--- config.mk ---
export PLATFORM = sky130hd
export DESIGN_NAME = addr_ptr_bank
export DESIGN_NICKNAME = d
export VERILOG_FILES = /design/src/rtl/addr_ptr_pkg.sv /design/src/rtl/ptr_stepper.sv /design/src/rtl/ptr_slot.sv /design/src/rtl/ptr_select.sv /design/src/rtl/addr_ptr_bank.sv
export SDC_FILE = /design/constraint.sdc
export NUM_CORES = 1
export LEC_CHECK = 0
export ABC_CLOCK_PERIOD_IN_PS = 3900
export BUFFER_PORTS_ARGS = -buffer_cell sky130_fd_sc_hd__buf_4
export CAP_MARGIN = 40
export CORE_MARGIN = 2
export CORE_UTILIZATION = 55
export CTS_BUF_LIST = sky130_fd_sc_hd__clkbuf_4 sky130_fd_sc_hd__clkbuf_8
export CTS_CLUSTER_DIAMETER = 40
export DETAILED_ROUTE_END_ITERATION = 16
export HOLD_SLACK_MARGIN = 0.06
export PLACE_DENSITY_LB_ADDON = 0.3
export SLEW_MARGIN = 10
export SYNTH_ARGS = -nofsm -noshare
export SYNTH_HDL_FRONTEND = slang
export SYNTH_HIERARCHICAL = 1
export SYNTH_SLANG_ARGS = --single-unit
--- constraint.sdc ---
create_clock -name clk_i -period 3.9 [get_ports clk_i]
set_input_delay 0.585 -clock clk_i [delete_from_list [all_inputs] [get_ports clk_i]]
set_output_delay 0.585 -clock clk_i [all_outputs]
set_load 0.01 [all_outputs]
--- src/rtl/addr_ptr_pkg.sv ---
package addr_ptr_pkg;
  typedef enum logic [1:0] {
    STEP_HOLD = 2'b00,
    STEP_INC  = 2'b01,
    STEP_DEC  = 2'b10,
    STEP_RSVD = 2'b11
  } step_mode_e;
endpackage

--- src/rtl/ptr_stepper.sv ---
module ptr_stepper
  import addr_ptr_pkg::*;
#(
  parameter int PTR_W = 16
) (
  input  step_mode_e       mode_i,
  input  logic [PTR_W-1:0] val_i,
  output logic [PTR_W-1:0] val_o
);
  // natural width truncation gives the modulo 2^PTR_W wrap
  always_comb begin
    unique case (mode_i)
      STEP_INC: val_o = val_i + PTR_W'(1);
      STEP_DEC: val_o = val_i - PTR_W'(1);
      default:  val_o = val_i;
    endcase
  end
endmodule

--- src/rtl/ptr_slot.sv ---
module ptr_slot
  import addr_ptr_pkg::*;
#(
  parameter int PTR_W  = 16,
  localparam int NB     = PTR_W / 8,
  localparam int BSEL_W = (NB > 1) ? $clog2(NB) : 1
) (
  input  logic              clk_i,
  input  logic              rst_ni,
  input  logic              step_en_i,
  input  logic              wr_en_i,
  input  logic [BSEL_W-1:0] wr_byte_i,
  input  logic [7:0]        wr_data_i,
  input  logic              mode_wr_en_i,
  input  logic [1:0]        mode_wr_data_i,
  output logic [PTR_W-1:0]  ptr_o
);
  logic [PTR_W-1:0] ptr_q, ptr_d, stepped;
  step_mode_e       mode_q;

  ptr_stepper #(.PTR_W(PTR_W)) u_step (
    .mode_i(mode_q),
    .val_i (ptr_q),
    .val_o (stepped)
  );

  // byte write wins over the step
  always_comb begin
    ptr_d = ptr_q;
    if (step_en_i && !wr_en_i) ptr_d = stepped;
    for (int b = 0; b < NB; b++) begin
      if (wr_en_i && wr_byte_i == BSEL_W'(b)) ptr_d[b*8 +: 8] = wr_data_i;
    end
  end

  always_ff @(posedge clk_i or negedge rst_ni) begin
    if (!rst_ni) begin
      ptr_q  <= '0;
      mode_q <= STEP_HOLD;
    end else begin
      ptr_q <= ptr_d;
      if (mode_wr_en_i) mode_q <= step_mode_e'(mode_wr_data_i);
    end
  end

  assign ptr_o = ptr_q;

  assert_idle_R5: assert property (@(posedge clk_i) disable iff (!rst_ni)
    !step_en_i && !wr_en_i |=> $stable(ptr_q));

  assert_hold_R4: assert property (@(posedge clk_i) disable iff (!rst_ni)
    step_en_i && !wr_en_i && mode_q == STEP_HOLD |=> $stable(ptr_q));

  assert_rsvd_hold_R7: assert property (@(posedge clk_i) disable iff (!rst_ni)
    step_en_i && !wr_en_i && mode_q == STEP_RSVD |=> $stable(ptr_q));

  assert_inc_wrap_R6: assert property (@(posedge clk_i) disable iff (!rst_ni)
    step_en_i && !wr_en_i && mode_q == STEP_INC |=> ptr_q == PTR_W'($past(ptr_q) + 1'b1));

  assert_dec_wrap_R6: assert property (@(posedge clk_i) disable iff (!rst_ni)
    step_en_i && !wr_en_i && mode_q == STEP_DEC |=> ptr_q == PTR_W'($past(ptr_q) - 1'b1));

  for (genvar b = 0; b < NB; b++) begin : g_lane_chk
    assert_byte_wr_R3: assert property (@(posedge clk_i) disable iff (!rst_ni)
      wr_en_i && wr_byte_i == BSEL_W'(b) |=> ptr_q[b*8 +: 8] == $past(wr_data_i));
    assert_byte_keep_R8: assert property (@(posedge clk_i) disable iff (!rst_ni)
      wr_en_i && wr_byte_i != BSEL_W'(b) |=> $stable(ptr_q[b*8 +: 8]));
  end
endmodule

--- src/rtl/ptr_select.sv ---
module ptr_select #(
  parameter int NUM_PTRS = 2,
  localparam int SEL_W   = (NUM_PTRS > 1) ? $clog2(NUM_PTRS) : 1
) (
  input  logic             clk_i,
  input  logic             rst_ni,
  input  logic             sel_wr_en_i,
  input  logic [SEL_W-1:0] sel_wr_data_i,
  output logic [SEL_W-1:0] sel_o
);
  logic [SEL_W-1:0] sel_q;
  logic             in_range;

  // out-of-range indices are dropped
  assign in_range = 32'(sel_wr_data_i) < NUM_PTRS;

  always_ff @(posedge clk_i or negedge rst_ni) begin
    if (!rst_ni)                      sel_q <= '0;
    else if (sel_wr_en_i && in_range) sel_q <= sel_wr_data_i;
  end

  assign sel_o = sel_q;

  assert_sel_hold_R2: assert property (@(posedge clk_i) disable iff (!rst_ni)
    !sel_wr_en_i |=> $stable(sel_q));

  assert_sel_load_R2: assert property (@(posedge clk_i) disable iff (!rst_ni)
    sel_wr_en_i && in_range |=> sel_q == $past(sel_wr_data_i));
endmodule

--- src/rtl/addr_ptr_bank.sv ---
module addr_ptr_bank
  import addr_ptr_pkg::*;
#(
  parameter int NUM_PTRS = 2,
  parameter int PTR_W    = 16,
  localparam int SEL_W   = (NUM_PTRS > 1) ? $clog2(NUM_PTRS) : 1,
  localparam int NB      = PTR_W / 8,
  localparam int BSEL_W  = (NB > 1) ? $clog2(NB) : 1
) (
  input  logic              clk_i,
  input  logic              rst_ni,
  input  logic              ptr_wr_en_i,
  input  logic [SEL_W-1:0]  ptr_wr_idx_i,
  input  logic [BSEL_W-1:0] ptr_wr_byte_i,
  input  logic [7:0]        ptr_wr_data_i,
  input  logic              sel_wr_en_i,
  input  logic [SEL_W-1:0]  sel_wr_data_i,
  input  logic              mode_wr_en_i,
  input  logic [SEL_W-1:0]  mode_wr_idx_i,
  input  logic [1:0]        mode_wr_data_i,
  input  logic              access_i,
  output logic [PTR_W-1:0]  addr_o
);
  logic [SEL_W-1:0] sel;
  logic [PTR_W-1:0] ptr_vals [NUM_PTRS];
  logic [NUM_PTRS-1:0] step_vec;

  ptr_select #(.NUM_PTRS(NUM_PTRS)) u_sel (
    .clk_i        (clk_i),
    .rst_ni       (rst_ni),
    .sel_wr_en_i  (sel_wr_en_i),
    .sel_wr_data_i(sel_wr_data_i),
    .sel_o        (sel)
  );

  for (genvar i = 0; i < NUM_PTRS; i++) begin : g_slot
    assign step_vec[i] = access_i && sel == SEL_W'(i);
    ptr_slot #(.PTR_W(PTR_W)) u_slot (
      .clk_i         (clk_i),
      .rst_ni        (rst_ni),
      .step_en_i     (step_vec[i]),
      .wr_en_i       (ptr_wr_en_i && ptr_wr_idx_i == SEL_W'(i)),
      .wr_byte_i     (ptr_wr_byte_i),
      .wr_data_i     (ptr_wr_data_i),
      .mode_wr_en_i  (mode_wr_en_i && mode_wr_idx_i == SEL_W'(i)),
      .mode_wr_data_i(mode_wr_data_i),
      .ptr_o         (ptr_vals[i])
    );
  end

  assign addr_o = ptr_vals[sel];

  assert_single_step_R5: assert property (@(posedge clk_i) disable iff (!rst_ni)
    $onehot0(step_vec) && (access_i || step_vec == '0));

  assert_addr_idle_R5: assert property (@(posedge clk_i) disable iff (!rst_ni)
    !access_i && !ptr_wr_en_i && !sel_wr_en_i |=> $stable(addr_o));
endmodule

==> qor.tcl <==
set qor(cts_buffer_depth) 2
set qor(worst_skew_pair.late_latency_ns) 0.29
set qor(hold_class) {primary input to async pin}
set qor(drtAntennaViolNets) 0
set qor(detail_route.wl_per_cell_um) 19.4
set qor(worst_ir_drop_on_vdd_v) 0.000245
set qor(result_of_the_run) {completed}
set qor(timing.hold.ws_ns) 0.250
set qor(tns_ns) 0
set qor(setup.worst_path.start) {g_slot[0].u_slot/mode_q[0]}
set qor(first_pass_grt_wire_length_um) 21200
set qor(unrepaired_setup_endpoints_after_global_routing) {false}
set qor(ys.flop_type) {dfrtp_1}
set qor(drc_errors) 0
set qor(antenna_cells) 0
set qor(antenna_found_initial) 0
set qor(synthesized_net_count) 569
set qor(synth.area.top_cells) {mux2i_1 21%, dfrtp_1 19%, xor2_1 3.9%}
set qor(nets) 562
set qor(die_h_um) 98.5
set qor(p_sw_w) 0.00175
set qor(final-instance-count-excl-fill) 645
set qor(async_reset_ff_frac) 1.00
set qor(cts_max_level) 2
set qor(finalCoreUtilization) 0.584
set qor(syn_area_um2) 4910
set qor(worst_ep_required_time_ns) 4.10
set qor(gr-usage-all-layers) 0.264
set qor(ctsResizeCount) 0
set qor(finClkSkew_ns) 0.00738
set qor(rrSetupSlack_ns) 0.95
set qor(finalHoldViolCount) 0
set qor(final.fill_count) 803
set qor(die-area_um2) 9700
set qor(yosysTopAreaCell) {mux2i_1}
set qor(route.final.wire_length_um) 12500
set qor(p_seq_frac) 0.340
set qor(setup-violations-final) 0
set qor(grt_start_max_net_pins) 52
set qor(cts_setup_buffers) 0
set qor(clock-root-buffer) {clkbuf_8}
set qor(synth_most_common_cell) {mux2i_1}
set qor(power.switching_fraction) 0.502
set qor(hpwl_um) 8940
set qor(power_report.internal_total_w) 0.00173
set qor(via_per_inst) 6.51
set qor(grt_use_met3) 0.0199
set qor(synth_top_cells_by_count) {104 x mux2i_1, 37 x dfrtp_1, 28 x nor2_1}
set qor(critical_path.max_fanout) 51
set qor(tritoncts.num_buffers) 5
set qor(power.share.clock) 0.103
set qor(rows) 34
set qor(path_clk_slew_ns) 0.08
set qor(worst_slew_margin_rel) 0.488
set qor(synth_seq_area_share) 0.189
set qor(floorplan.core_area_um2) 8680
set qor(first_pass_iters) 4
set qor(synth.top_cell.area_share) 0.212
set qor(place.gp.congestion) 0.901
set qor(synth_enable_flop_cells) 0
set qor(powerDensity_nw_per_um2) 687
set qor(post_synthesis_area_per_instance_um2) 9.04
set qor(tritoncts) {yes}
set qor(cellLeakagePower_nw) 2.03
set qor(final_min_period_over_clock_period) 0.757
set qor(synth_cell_types) 82
set qor(vias) 4201
set qor(busiest_layer) {met2}
set qor(critPathArrivalTime_ns) 3.16
set qor(worst_r2r_startpoint) {g_slot[0].u_slot/mode_q[0]}
set qor(cts.sinks) 37
set qor(synthesis.yosys.warnings) 6
set qor(postCtsHoldBufs) 0
set qor(synthCells) 543
set qor(die_x_um) 98.5
set qor(ys_ff_latch) 37
set qor(number_of_global_route_vias_before_repair) 4102
set qor(layout-area-overhead-vs-synth_pct) 3.21
set qor(drive_gt1_frac) 0.182
set qor(drv.max_cap_violation_count) 0
set qor(tightest_slew_ns) 0.767
set qor(io_pins) 36
set qor(floorplan.initialDensity) 0.566
set qor(met1_usage) 0.358
set qor(gr-total-overflow) 0
set qor(critical_path_class) {flop to flop}
set qor(share_comb_of_total_power) 0.557
set qor(cp-start-kind) {flop}
set qor(cp-end-kind) {flop}
set qor(clock.fmax_mhz) 339
set qor(grt_util_met2) 0.444
set qor(final-max-slew-violation-count) 0
set qor(final.min_clock_period_ns) 2.95
set qor(detailedRoute.firstIterationViolations) 271
set qor(place.detailed.instances) 637
set qor(port_buffers) 35
power groups by stage:
stage          registers (W)  logic [W]  clock network (W)
6_report             0.00118    0.00194           0.000357
5_1_grt              0.00124    0.00214           0.000375
4_1_cts              0.00116    0.00193           0.000362
3_5_place_dp         0.00117    0.00192                  0
3_3_place_gp         0.00115    0.00185                  0
2_1_floorplan       0.000748    0.00185                  0
final timing paths:
path / end / depth (start not counted)
setup reg to reg: g_slot[0].u_slot/ptr_o[15] / 11
min in group clk_i: g_slot[1].u_slot/mode_q[0] / 1
hold reg to reg: g_slot[1].u_slot/mode_q[0] / 1
hold / removal: g_slot[0].u_slot/mode_q[1] / 1
max in group asynchronous: g_slot[0].u_slot/ptr_o[12] / 1
setup / recovery: g_slot[0].u_slot/ptr_o[15] / 11
kinds of logic after synthesis:
logic type	Yosys count	share of synthesized area
compound gates	119	0.175
xor+xnor	37	0.0660
fa+ha+maj	6	0.0153
buf+inv	66	0.101
flops	37	0.189
mux	129	0.276
simple gates	149	0.178
area by class of cell:
cell class / count / area, µm² / share of cell area
multi-input combinational: 440 / 3490 / 0.689
sequential: 37 / 926 / 0.183
timing repair buffer: 41 / 355 / 0.0701
tap: 108 / 135 / 0.0267
clock buffer: 7 / 90.1 / 0.0178
inverter: 11 / 41.3 / 0.00815
clock inverter: 1 / 30.0 / 0.00593
critical path, stage by stage (launching register included):
cell and delay, ns:
dfrtp_1 0.38, inv_1 0.08, ha_1 0.19, buf_4 0.40, or4b_4 0.54, o21ai_2 0.10
o21ai_2 0.09, or4b_4 0.48, o211ai_2 0.09, xor2_1 0.18, mux2i_1 0.12, mux2i_1 0.20
state kept, by name, indices dropped and copies added (netlist names):
| register | cells |
|---|---|
| g_slot.u_slot/mode_q | 4 |
| g_slot.u_slot/ptr_o | 32 |
| u_sel/sel_o | 1 |
layout by cell type (no fill, tap or decap), types with 3 or more instances in the layout:
cell,count
mux2i_1,104
buf_4,38
dfrtp_1,37
nor2_1,28
o21ai_0,25
xor2_1,22
nand2_1,21
a21oi_1,16
xnor2_1,15
mux2_2,14
nand3_1,13
nor3_1,12
nor2b_1,10
inv_1,10
mux2_4,9
o21ai_1,9
o31a_1,8
and2_1,6
clkbuf_8,6
nand2b_1,6
a31oi_1,6
ha_1,6
or3_1,5
o211ai_1,4
nand4_1,4
a311oi_1,4
a32oi_1,4
and3_1,4
or4_1,4
o41ai_1,4
nor4_1,4
and4b_1,3
nand4b_1,3
nand4bb_1,3
o21a_1,3
a21o_1,3
per-layer routing:
metal	part of all wire	up-vias
met3	0.043	19
met4	0.020	0
met1	0.44	2053
met5	0	-
li1	-	2001
met2	0.49	128
metrics by stage:
step | worst slack [ns] | total power (W) | area (µm²)
6_report | 0.949 | 0.00348 | 5070
5_1_grt | 0.752 | 0.00375 | 5070
4_1_cts | 0.950 | 0.00345 | 5070
3_5_place_dp | 1.05 | 0.00308 | 4950
3_3_place_gp | 1.09 | 0.00300 | 4880
2_1_floorplan | 0.751 | 0.00260 | 4910
(Power assumes the default switching activity.)
